$ cat src/rtl/tmr_pkg.sv
package tmr_pkg;

  localparam logic [7:0] OFS_CTRL = 8'h00;
  localparam logic [7:0] OFS_MODE = 8'h04;
  localparam logic [7:0] OFS_CNT  = 8'h10;
  localparam logic [7:0] OFS_RA   = 8'h14;
  localparam logic [7:0] OFS_RB   = 8'h18;
  localparam logic [7:0] OFS_RC   = 8'h1C;
  localparam logic [7:0] OFS_STS  = 8'h20;
  localparam logic [7:0] OFS_IEN  = 8'h24;

  localparam int unsigned STS_W  = 5;
  localparam int unsigned ST_MA  = 0;
  localparam int unsigned ST_MB  = 1;
  localparam int unsigned ST_MC  = 2;
  localparam int unsigned ST_LA  = 3;
  localparam int unsigned ST_LB  = 4;

  typedef enum logic [1:0] {
    EDGE_NONE = 2'd0,
    EDGE_RISE = 2'd1,
    EDGE_FALL = 2'd2,
    EDGE_ANY  = 2'd3
  } edge_sel_e;

  typedef struct packed {
    logic [1:0] selb;
    logic [1:0] sela;
    logic       wave;
  } mode_t;

  function automatic logic edge_hit(input edge_sel_e sel, input logic rise, input logic fall);
    logic hit;
    case (sel)
      EDGE_RISE: hit = rise;
      EDGE_FALL: hit = fall;
      EDGE_ANY:  hit = rise | fall;
      default:   hit = 1'b0;
    endcase
    return hit;
  endfunction

endpackage

$ cat src/rtl/tmr_in_sync.sv
module tmr_in_sync #(
  parameter int unsigned STAGES = 2
) (
  input  logic clk,
  input  logic rst_n,
  input  logic pin_i,
  output logic rise_o,
  output logic fall_o
);
  localparam int unsigned CW = STAGES + 1;

  logic [CW-1:0] chain_q, chain_d;

  always_comb begin
    chain_d = {chain_q[CW-2:0], pin_i};
  end

  always_ff @(posedge clk or negedge rst_n) begin
    if (!rst_n) chain_q <= '0;
    else        chain_q <= chain_d;
  end

  assign rise_o =  chain_q[STAGES-1] & ~chain_q[STAGES];
  assign fall_o = ~chain_q[STAGES-1] &  chain_q[STAGES];

  AST_RISE_PULSE: assert property (@(posedge clk) disable iff (!rst_n)
    rise_o |=> !rise_o);
  AST_FALL_PULSE: assert property (@(posedge clk) disable iff (!rst_n)
    fall_o |=> !fall_o);
endmodule

$ cat src/rtl/tmr_counter.sv
module tmr_counter #(
  parameter int unsigned CNT_W = 16
) (
  input  logic             clk,
  input  logic             rst_n,
  input  logic             start_i,
  input  logic             sync_i,
  input  logic [CNT_W-1:0] rc_i,
  output logic [CNT_W-1:0] cnt_o,
  output logic             run_o,
  output logic             c_hit_o,
  output logic             clr_o
);
  logic [CNT_W-1:0] cnt_q, cnt_d;
  logic             run_q, run_d;
  logic             cnt_en;

  assign c_hit_o = run_q && (cnt_q == rc_i);
  assign clr_o   = start_i | sync_i | c_hit_o;

  always_comb begin
    run_d  = run_q | start_i;
    cnt_en = clr_o | run_q;
    cnt_d  = cnt_q;
    if (clr_o)      cnt_d = '0;
    else if (run_q) cnt_d = cnt_q + 1'b1;
  end

  always_ff @(posedge clk or negedge rst_n) begin
    if (!rst_n) begin
      cnt_q <= '0;
      run_q <= 1'b0;
    end else begin
      run_q <= run_d;
      if (cnt_en) cnt_q <= cnt_d;
    end
  end

  assign cnt_o = cnt_q;
  assign run_o = run_q;

  AST_CNT_STEP: assert property (@(posedge clk) disable iff (!rst_n)
    (run_q && !clr_o) |=> (cnt_q == $past(cnt_q) + 1'b1));
  AST_CNT_IDLE: assert property (@(posedge clk) disable iff (!rst_n)
    (!run_q && !start_i && !sync_i) |=> $stable(cnt_q));
  AST_SYNC_CLR: assert property (@(posedge clk) disable iff (!rst_n)
    sync_i |=> (cnt_q == '0));
  AST_C_WRAP: assert property (@(posedge clk) disable iff (!rst_n)
    c_hit_o |=> (cnt_q == '0));
endmodule

$ cat src/rtl/tmr_wave.sv
module tmr_wave #(
  parameter int unsigned CNT_W = 16
) (
  input  logic             clk,
  input  logic             rst_n,
  input  logic             wave_i,
  input  logic             run_i,
  input  logic [CNT_W-1:0] cnt_i,
  input  logic [CNT_W-1:0] ra_i,
  input  logic [CNT_W-1:0] rb_i,
  input  logic             c_hit_i,
  output logic             a_hit_o,
  output logic             b_hit_o,
  output logic             tioa_o,
  output logic             tiob_o
);
  localparam int unsigned NCH = 2;

  logic [NCH-1:0]       hit;
  logic [NCH-1:0]       out_q, out_d;
  logic [CNT_W-1:0]     ref_v [NCH];

  assign ref_v[0] = ra_i;
  assign ref_v[1] = rb_i;

  for (genvar g = 0; g < NCH; g++) begin : g_ch
    assign hit[g] = wave_i && run_i && (cnt_i == ref_v[g]);

    always_comb begin
      out_d[g] = out_q[g];
      if (!wave_i)     out_d[g] = 1'b0;
      else if (c_hit_i) out_d[g] = 1'b0;
      else if (hit[g])  out_d[g] = 1'b1;
    end
  end

  always_ff @(posedge clk or negedge rst_n) begin
    if (!rst_n) out_q <= '0;
    else        out_q <= out_d;
  end

  assign a_hit_o = hit[0];
  assign b_hit_o = hit[1];
  assign tioa_o  = out_q[0];
  assign tiob_o  = out_q[1];

  AST_WAVE_OFF: assert property (@(posedge clk) disable iff (!rst_n)
    !wave_i |=> (!tioa_o && !tiob_o));
  AST_C_CLR_WINS: assert property (@(posedge clk) disable iff (!rst_n)
    (wave_i && c_hit_i) |=> (!tioa_o && !tiob_o));
  AST_A_SET: assert property (@(posedge clk) disable iff (!rst_n)
    (a_hit_o && !c_hit_i) |=> tioa_o);
  AST_B_SET: assert property (@(posedge clk) disable iff (!rst_n)
    (b_hit_o && !c_hit_i) |=> tiob_o);
endmodule

$ cat src/rtl/tmr_chan.sv
module tmr_chan #(
  parameter int unsigned CNT_W  = 16,
  parameter int unsigned ADDR_W = 8,
  parameter int unsigned SYNC_N = 2
) (
  input  logic              clk,
  input  logic              rst_n,
  input  logic              bus_wr,
  input  logic              bus_rd,
  input  logic [ADDR_W-1:0] bus_addr,
  input  logic [CNT_W-1:0]  bus_wdata,
  output logic [CNT_W-1:0]  bus_rdata,
  input  logic              sync_in,
  input  logic              tioa_in,
  output logic              tioa_out,
  output logic              tiob_out,
  output logic              irq
);
  import tmr_pkg::*;

  localparam int unsigned MODE_W = $bits(mode_t);

  // reset: asserted asynchronously, released on the clock
  logic [1:0] rst_pipe;
  logic       rst_ni;
  always_ff @(posedge clk or negedge rst_n) begin
    if (!rst_n) rst_pipe <= '0;
    else        rst_pipe <= {rst_pipe[0], 1'b1};
  end
  assign rst_ni = rst_pipe[1];

  // address decode
  logic sel_ctrl, sel_mode, sel_ra, sel_rb, sel_rc, sel_ien, sts_rd;
  assign sel_ctrl = bus_wr && (bus_addr == ADDR_W'(OFS_CTRL));
  assign sel_mode = bus_wr && (bus_addr == ADDR_W'(OFS_MODE));
  assign sel_ra   = bus_wr && (bus_addr == ADDR_W'(OFS_RA));
  assign sel_rb   = bus_wr && (bus_addr == ADDR_W'(OFS_RB));
  assign sel_rc   = bus_wr && (bus_addr == ADDR_W'(OFS_RC));
  assign sel_ien  = bus_wr && (bus_addr == ADDR_W'(OFS_IEN));
  assign sts_rd   = bus_rd && (bus_addr == ADDR_W'(OFS_STS));

  logic start;
  assign start = sel_ctrl && bus_wdata[0];

  logic unused_wdata;
  assign unused_wdata = ^bus_wdata[CNT_W-1:MODE_W];

  // state
  mode_t            mode_q, mode_d;
  logic [CNT_W-1:0] ra_q, ra_d, rb_q, rb_d, rc_q, rc_d;
  logic [STS_W-1:0] sts_q, sts_d, sts_set, ien_q, ien_d;
  logic             mode_en, ra_en, rb_en, rc_en, ien_en;

  // submodules
  logic             rise, fall;
  logic [CNT_W-1:0] cnt;
  logic             run, c_hit, cnt_clr, a_hit, b_hit;

  tmr_in_sync #(.STAGES(SYNC_N)) u_sync (
    .clk(clk), .rst_n(rst_ni), .pin_i(tioa_in), .rise_o(rise), .fall_o(fall)
  );

  tmr_counter #(.CNT_W(CNT_W)) u_cnt (
    .clk(clk), .rst_n(rst_ni), .start_i(start), .sync_i(sync_in), .rc_i(rc_q),
    .cnt_o(cnt), .run_o(run), .c_hit_o(c_hit), .clr_o(cnt_clr)
  );

  tmr_wave #(.CNT_W(CNT_W)) u_wave (
    .clk(clk), .rst_n(rst_ni), .wave_i(mode_q.wave), .run_i(run), .cnt_i(cnt),
    .ra_i(ra_q), .rb_i(rb_q), .c_hit_i(c_hit), .a_hit_o(a_hit), .b_hit_o(b_hit),
    .tioa_o(tioa_out), .tiob_o(tiob_out)
  );

  // capture selection
  logic cap_a, cap_b;
  assign cap_a = !mode_q.wave && edge_hit(edge_sel_e'(mode_q.sela), rise, fall);
  assign cap_b = !mode_q.wave && edge_hit(edge_sel_e'(mode_q.selb), rise, fall);

  always_comb begin
    sts_set        = '0;
    sts_set[ST_MA] = a_hit;
    sts_set[ST_MB] = b_hit;
    sts_set[ST_MC] = c_hit;
    sts_set[ST_LA] = cap_a;
    sts_set[ST_LB] = cap_b;
  end

  // next state
  always_comb begin
    mode_en = sel_mode;
    mode_d  = mode_t'(bus_wdata[MODE_W-1:0]);

    ra_en = cap_a | sel_ra;
    ra_d  = cap_a ? cnt : bus_wdata;
    rb_en = cap_b | sel_rb;
    rb_d  = cap_b ? cnt : bus_wdata;
    rc_en = sel_rc;
    rc_d  = bus_wdata;

    ien_en = sel_ien;
    ien_d  = bus_wdata[STS_W-1:0];

    sts_d = (sts_rd ? '0 : sts_q) | sts_set;
  end

  always_ff @(posedge clk or negedge rst_ni) begin
    if (!rst_ni) begin
      mode_q <= '0;
      ra_q   <= '0;
      rb_q   <= '0;
      rc_q   <= '1;
      ien_q  <= '0;
      sts_q  <= '0;
    end else begin
      if (mode_en) mode_q <= mode_d;
      if (ra_en)   ra_q   <= ra_d;
      if (rb_en)   rb_q   <= rb_d;
      if (rc_en)   rc_q   <= rc_d;
      if (ien_en)  ien_q  <= ien_d;
      sts_q <= sts_d;
    end
  end

  // read mux
  always_comb begin
    bus_rdata = '0;
    if (bus_rd) begin
      case (bus_addr)
        ADDR_W'(OFS_MODE): bus_rdata = CNT_W'(mode_q);
        ADDR_W'(OFS_CNT):  bus_rdata = cnt;
        ADDR_W'(OFS_RA):   bus_rdata = ra_q;
        ADDR_W'(OFS_RB):   bus_rdata = rb_q;
        ADDR_W'(OFS_RC):   bus_rdata = rc_q;
        ADDR_W'(OFS_STS):  bus_rdata = CNT_W'(sts_q);
        ADDR_W'(OFS_IEN):  bus_rdata = CNT_W'(ien_q);
        default:           bus_rdata = '0;
      endcase
    end
  end

  assign irq = |(sts_q & ien_q);

  AST_STS_RDCLR: assert property (@(posedge clk) disable iff (!rst_ni)
    (sts_rd && (sts_set == '0)) |=> (sts_q == '0));
  AST_STS_STICKY: assert property (@(posedge clk) disable iff (!rst_ni)
    !sts_rd |=> ((sts_q & $past(sts_q)) == $past(sts_q)));
  AST_IRQ_MASKED: assert property (@(posedge clk) disable iff (!rst_ni)
    (ien_q == '0) |-> !irq);
  AST_CAP_PRE_CLR: assert property (@(posedge clk) disable iff (!rst_ni)
    (cap_a && cnt_clr) |=> (ra_q == $past(cnt)));
  AST_NO_MATCH_CAP: assert property (@(posedge clk) disable iff (!rst_ni)
    (!mode_q.wave && !sts_q[ST_MA]) |=> !sts_q[ST_MA]);
endmodule

$ cat config.mk
export PLATFORM = sky130hd
export DESIGN_NAME = tmr_chan
export DESIGN_NICKNAME = d
export VERILOG_FILES = /design/src/rtl/tmr_pkg.sv /design/src/rtl/tmr_in_sync.sv /design/src/rtl/tmr_counter.sv /design/src/rtl/tmr_wave.sv /design/src/rtl/tmr_chan.sv
export SDC_FILE = /design/constraint.sdc
export NUM_CORES = 1
export LEC_CHECK = 0
export ABC_AREA = 1
export BUFFER_PORTS_ARGS = -buffer_cell sky130_fd_sc_hd__buf_2
export CORE_MARGIN = 2
export CORE_UTILIZATION = 55
export CTS_CLUSTER_SIZE = 14
export DETAILED_ROUTE_END_ITERATION = 7
export GPL_TIMING_DRIVEN = 0
export PLACE_DENSITY = 0.77
export REMOVE_ABC_BUFFERS = 1
export SLEW_MARGIN = 10
export SYNTH_ARGS = -nofsm -noshare
export SYNTH_HDL_FRONTEND = slang
export SYNTH_HIERARCHICAL = 1
export SYNTH_SLANG_ARGS = --single-unit
export TNS_END_PERCENT = 20
$ cat constraint.sdc
create_clock -name clk -period 2.5 [get_ports clk]
set_input_delay 0.375 -clock clk [delete_from_list [all_inputs] [get_ports clk]]
set_output_delay 0.375 -clock clk [all_outputs]
set_load 0.01 [all_outputs]
# Word level (Yosys, flattened, before mapping)
# Cells that the tools add are included.
dict set report op_classes {
  n_shift 0
  n_mul 0
  n_mux 15
  n_addsub 1
  bitwise_logic 13
  n_eq_ne 18
  order_cmp 0
  reduce_logical 19
  div 0
}
# op count
set ops {}
lappend ops {{case mux 16 bit (7 select lines)} 1}
lappend ops {{two-way mux 16 bit} 5}
lappend ops {{== test 16 bit} 3}
lappend ops {{== test 8 x 5 -> 1 bit, second input constant} 4}
lappend ops {{adder 16 x 1 -> 16 bit, second input constant} 1}
lappend ops {{== test 8 x 6 -> 1 bit, second input constant} 2}
lappend ops {{logical AND 1 bit} 14}
lappend ops {{== test 2 bit, second input constant} 4}
lappend ops {{== test 8 x 3 -> 1 bit, second input constant} 1}
lappend ops {{logical NOT 8 bit} 1}
lappend ops {{OR 1 bit} 7}
lappend ops {{two-way mux 1 bit} 6}
lappend ops {{!= test 3 x 1 -> 1 bit, second input constant} 2}
lappend ops {{case mux 1 bit (3 select lines)} 2}
lappend ops {{AND 5 bit} 1}
lappend ops {{two-way mux 5 bit} 1}
lappend ops {{OR 5 bit} 1}
lappend ops {{OR reduction 5 bit} 1}
lappend ops {{== test 2 x 1 -> 1 bit, second input constant} 2}
lappend ops {{AND 1 bit} 2}
lappend ops {{inverter 1 bit} 2}
lappend ops {{AND reduction 2 bit} 1}
lappend ops {{nonzero test 2 bit} 1}
lappend ops {{logical NOT 1 bit} 1}
dict set report totals {
  in_bits 30
  out_inout_bits 19
  n_memories 0
  ram_bits 0
  latchBits 0
  word_cells 80
  regBits 87
  mem_bits_ro 0
}

# Depth between registers and ports, before layout
dict set report logic_depth {
  depth_word 7
  depth_mapped 10
  ltp_nobuf 9
}

# Hierarchy
# Netlist, hierarchy kept.
# mod cells_each instances seq_area_each_um2 area_each_um2
set by_module_without_submodules {}
lappend by_module_without_submodules {tmr_chan 564 1 1646.6 3878.7}
lappend by_module_without_submodules {tmr_counter 201 1 425.4 1310.0}
lappend by_module_without_submodules {tmr_wave 197 1 50.0 887.1}
lappend by_module_without_submodules {tmr_in_sync 7 1 75.1 90.1}

# Worst setup path after synthesis
# No wires, ideal clock.
dict set report synth_path {
  path_kind {input-to-output}
  from {input port bus_addr[6]}
  to {output port bus_rdata[0]}
  slack_ps 789
  required_ps 2125
  path_buffers 1
  cell_stages 8
  arrival_ps 1336
  cell_sequence {inv_1 -> nand2_1 -> nor2_2 -> buf_4 -> nand2_1 -> nor2_1 -> nor2_1 -> a21oi_1}
}
dict set report synth_via {
  elab_chain_cells 3
  word_cells_on_any_way 9
  classes_between {7 x eq/ne; 2 x mux}
}
# item line_no
set synth_lines {}
lappend synth_lines {{start: declaration} tmr_chan.sv:10} ;# input logic [ADDR_W-1:0] bus_addr,
lappend synth_lines {{== test 8 x 6 -> 1 bit (tied with other cells)} tmr_chan.sv:128} ;# case (bus_addr)
lappend synth_lines {{case mux 16 bit (7 select lines) *} tmr_chan.sv:128}
lappend synth_lines {{two-way mux 16 bit *} tmr_chan.sv:127} ;# if (bus_rd) begin
lappend synth_lines {{end: declaration} tmr_chan.sv:12} ;# output logic [CNT_W-1:0] bus_rdata,
# Mark *: on every way between the ends. The rest lies on a longest branch, timed or not.

# Worst setup path after layout
dict set report layout_path {
  from {input port bus_addr[2]}
  to {output port bus_rdata[2]}
}
# The elaborated chain is that of the path after synthesis.

==> flow_summary_export.csv <==
group,metric,value,unit
outcome,outcome,"finished clean",
placement,gp_congestion,0.971,
floorplan,die_area,12100,um^2
final_layout,final_core_util,61.7,%
critical_path,critPathLaunch,"bus_addr[2]",
critical_path,crit_chain,"buf_2 -> inv_1 -> nand2_1 -> nor2_4 -> nand2_1 -> nor2_1 -> nor2_1 -> a21oi_1 -> buf_2",
sta,worstMarginPinSlew,1.07,ns
critical_path,setup.worst_path.class,"input pin to output port",
power,leakage,3.51,nW
floorplan,die_h,110,um
critical_path,r2r_start,"mode_q[0]$_DFFE_PN0P_",
clock_network,cts_max_path_buffers,2,
placement,dp_cells,1129,
synth,yosysTopAreaCell,"dfrtp_1",
synth,ys_seq_area_share,35.6,%
sta,clock_skew,0.00975,ns
synth,ys_warn_count,6,
grt,antenna_found_initial,0,
sta,finalHoldViolations,0,
grt,grt_usage,31.7,%
floorplan,die_width,110,um
sta,period_needed,2.40,ns
detailed_routing,dr_total_vias,6438,
grt,grt_pass1_vias,5806,
clock_network,clk_latency,0.38,ns
job,drv_cap,0,
grt,gr-total-overflow,0,
synth,synth_area,6170,um^2
sta,period_share,96.1,%
floorplan,start_util,56.6,%
critical_path,cp.arrival,2.03,ns
critical_path,max_stage_delay,0.48,ns
floorplan,rows,38,
clock_network,cts_buffers,9,
final_layout,finish.instance_area,6720,um^2
critical_path,crit_fanout,19,
detailed_routing,drt_pass1_iterations,6,
critical_path,cp_slowest_cell,"nor2_4",
sta,max_slew_margin,28.9,%
sta,setup_viol,0,
synth,avgSynthCellArea,6.36,um^2
placement,dp_hpwl,12800,um
placement,port_buffers,48,
critical_path,startpoint_type,"input pin",
power,power,4.13,mW
final_layout,antenna_cells,0,
clock_network,cts_tree,"yes",
clock_network,htreeDepth,3,
clock_network,clock_sinks,87,
final_layout,layout.nets,1032,
sta,fin_tns_setup,0,ns
detailed_routing,totalWireLength,18300,um
floorplan,core-area,10900,um^2
sta,grt_setup_unrepaired,"false",
sta,drv_slew,0,
sta,fmax,0.416,GHz
final_layout,layoutNonFillerInstCount,1146,
hold_path,holdCritPathClass,"input pin to flip-flop",
synth,synth_area_leaders,"dfrtp_1 29%, nand2_1 22%, nand3_1 9.6%",
final_layout,area_growth,8.91,%
synth,ys_types,41,
final_layout,drive_above_1_share,13.3,%
critical_path,end_kind,"output port",
clock_network,root_buffer,"clkbuf_8",
hold_path,min_from,"tioa_in",
synth,synth_top_area_share,28.8,%
detailed_routing,viasPerCell,5.62,
clock_network,cts_setup_buffers,0,
placement,place_area,6460,um^2
floorplan,ios,49,
power,ir_worst_vdd,0.510,mV
clock_network,clk_pin_slew_worst_paths,0.09,ns
detailed_routing,drtIter0Drc,739,
grt,grt_max_degree,63,
synth,syn_inst,969,
grt,grt_pass1_wl,29000,um
final_layout,fill_cells,1067,
detailed_routing,post_drt_wl_per_cell,15.9,um
power,power_density,615,nW/um^2
synth,ys_seq_elements,87,
detailed_routing,drtAntennaViolNets,0,
critical_path,crit_required,2.12,ns
detailed_routing,drc,0,
==> placed cells by master, fill, tap and decap left out, types with 5 or more instances in the layout <==
master / netlist / final
nand2_1: 364 / 363
nand3_1: 118 / 118
inv_1: 106 / 106
nor2_1: 99 / 98
dfrtp_1: 71 / 70
buf_2: 15 / 48
o21ai_0: 36 / 34
dfstp_2: 16 / 16
nand4_1: 15 / 15
nor2_2: 15 / 14
a21oi_1: 13 / 13
inv_2: 11 / 11
clkbuf_8: 0 / 11
xnor2_1: 10 / 10
nor3_1: 9 / 9
nand2_2: 8 / 8
o21a_1: 8 / 8
xor2_1: 7 / 7
nand2_4: 5 / 6
nor2_4: 3 / 5
==> cell usage after synthesis (all sizes together) <==
cell	instances
a21oi	13
a22o	2
and2	2
and3	2
buf	24
clkbuf	6
clkinv	1
conb	1
dfrtp	71
dfstp	16
ha	1
inv	118
nand2	377
nand3	121
nand4	15
nor2	117
nor3	9
nor3b	3
o2111a	1
o211ai	1
o21a	8
o21ai	36
o21bai	3
o221ai	1
or2	2
or3	1
xnor2	10
xor2	7
==> timing repair <==
action | in CTS | in global routing
endpoints found under the setup margin | 26 | 6
gates cloned | 0 | 0
hold endpoints to repair | 2 | 0
hold buffers | 1 | 0
gates resized for setup | 4 | 4
==> sequential cells by signal, summed over array words and instances (netlist names) <==
signal / flops
ra_q: 16
rb_q: 16
rc_q: 16
u_cnt/cnt_o: 16
ien_q: 5
mode_q: 5
sts_q: 5
u_sync/chain_q: 3
rst_pipe: 2
u_wave/out_q: 2
u_cnt/run_o: 1
==> routing by layer <==
metal,share of wire [%],routed length [um],vias up,track usage [%]
met5,0,0,-,0
met4,3.5,637,0,12.9
met3,12,2180,50,5.45
met2,43,7930,377,48.0
met1,41,7510,2919,44.7
li1,-,-,3092,-
==> per-stage QoR <==
step	setup WS (ns)	hold slack, ns
global route	0.00598	0.0934
floorplan	-0.184	0.0794
detailed placement	-0.306	0.162
finish	0.0968	0.0942
global placement	-1.55	0.162
CTS	0.0869	0.0861
==> cell type report <==
type,count,area [um^2],area share (%)
Clock buffer,12,155,2.31
Clock inverter,4,76.3,1.14
Inverter,119,449,6.69
Multi-Input combinational cell,733,3360,50.0
Sequential cell,87,2200,32.8
Tap cell,140,175,2.61
Timing Repair Buffer,51,298,4.43
==> logic make-up after synthesis <==
logic type      count (synthesis)  share of synthesized area (%)
compound gates                 65                           6.05
xor+xnor                       17                           2.41
fa+ha+maj                       1                          0.203
buf+inv                       149                           10.2
flops                          87                           35.6
other cells                     1                         0.0608
simple gates                  649                           45.4
==> power breakdown <==
part	total [mW]	internal (mW)	switching (mW)
clock	1.17	0.622	0.550
sequential	1.99	1.68	0.315
combinational	0.964	0.366	0.599
total	4.13	2.67	1.46
==> critical path, delay by kind of cell <==
family          cells  cell delay, ns
buf+inv             3            0.37
simple gates        5            1.11
compound gates      1            0.18
==> worst paths after layout <==
check | slack, ns | to | depth (start not counted)
min reg2reg | 0.24 | u_sync/chain_q[1]$_DFF_PN0_ | 0
min | 0.09 | u_sync/chain_q[0]$_DFF_PN0_ | 1
max | 0.1 | bus_rdata[2] | 9
max in group asynchronous | 1.61 | rc_q[5]$_DFFE_PN1P_ | 1
min in group asynchronous | 0.24 | u_sync/chain_q[1]$_DFF_PN0_ | 0
max reg2reg | 0.15 | rb_q[9]$_DFFE_PN0P_ | 6
(Power assumes the default switching activity.)
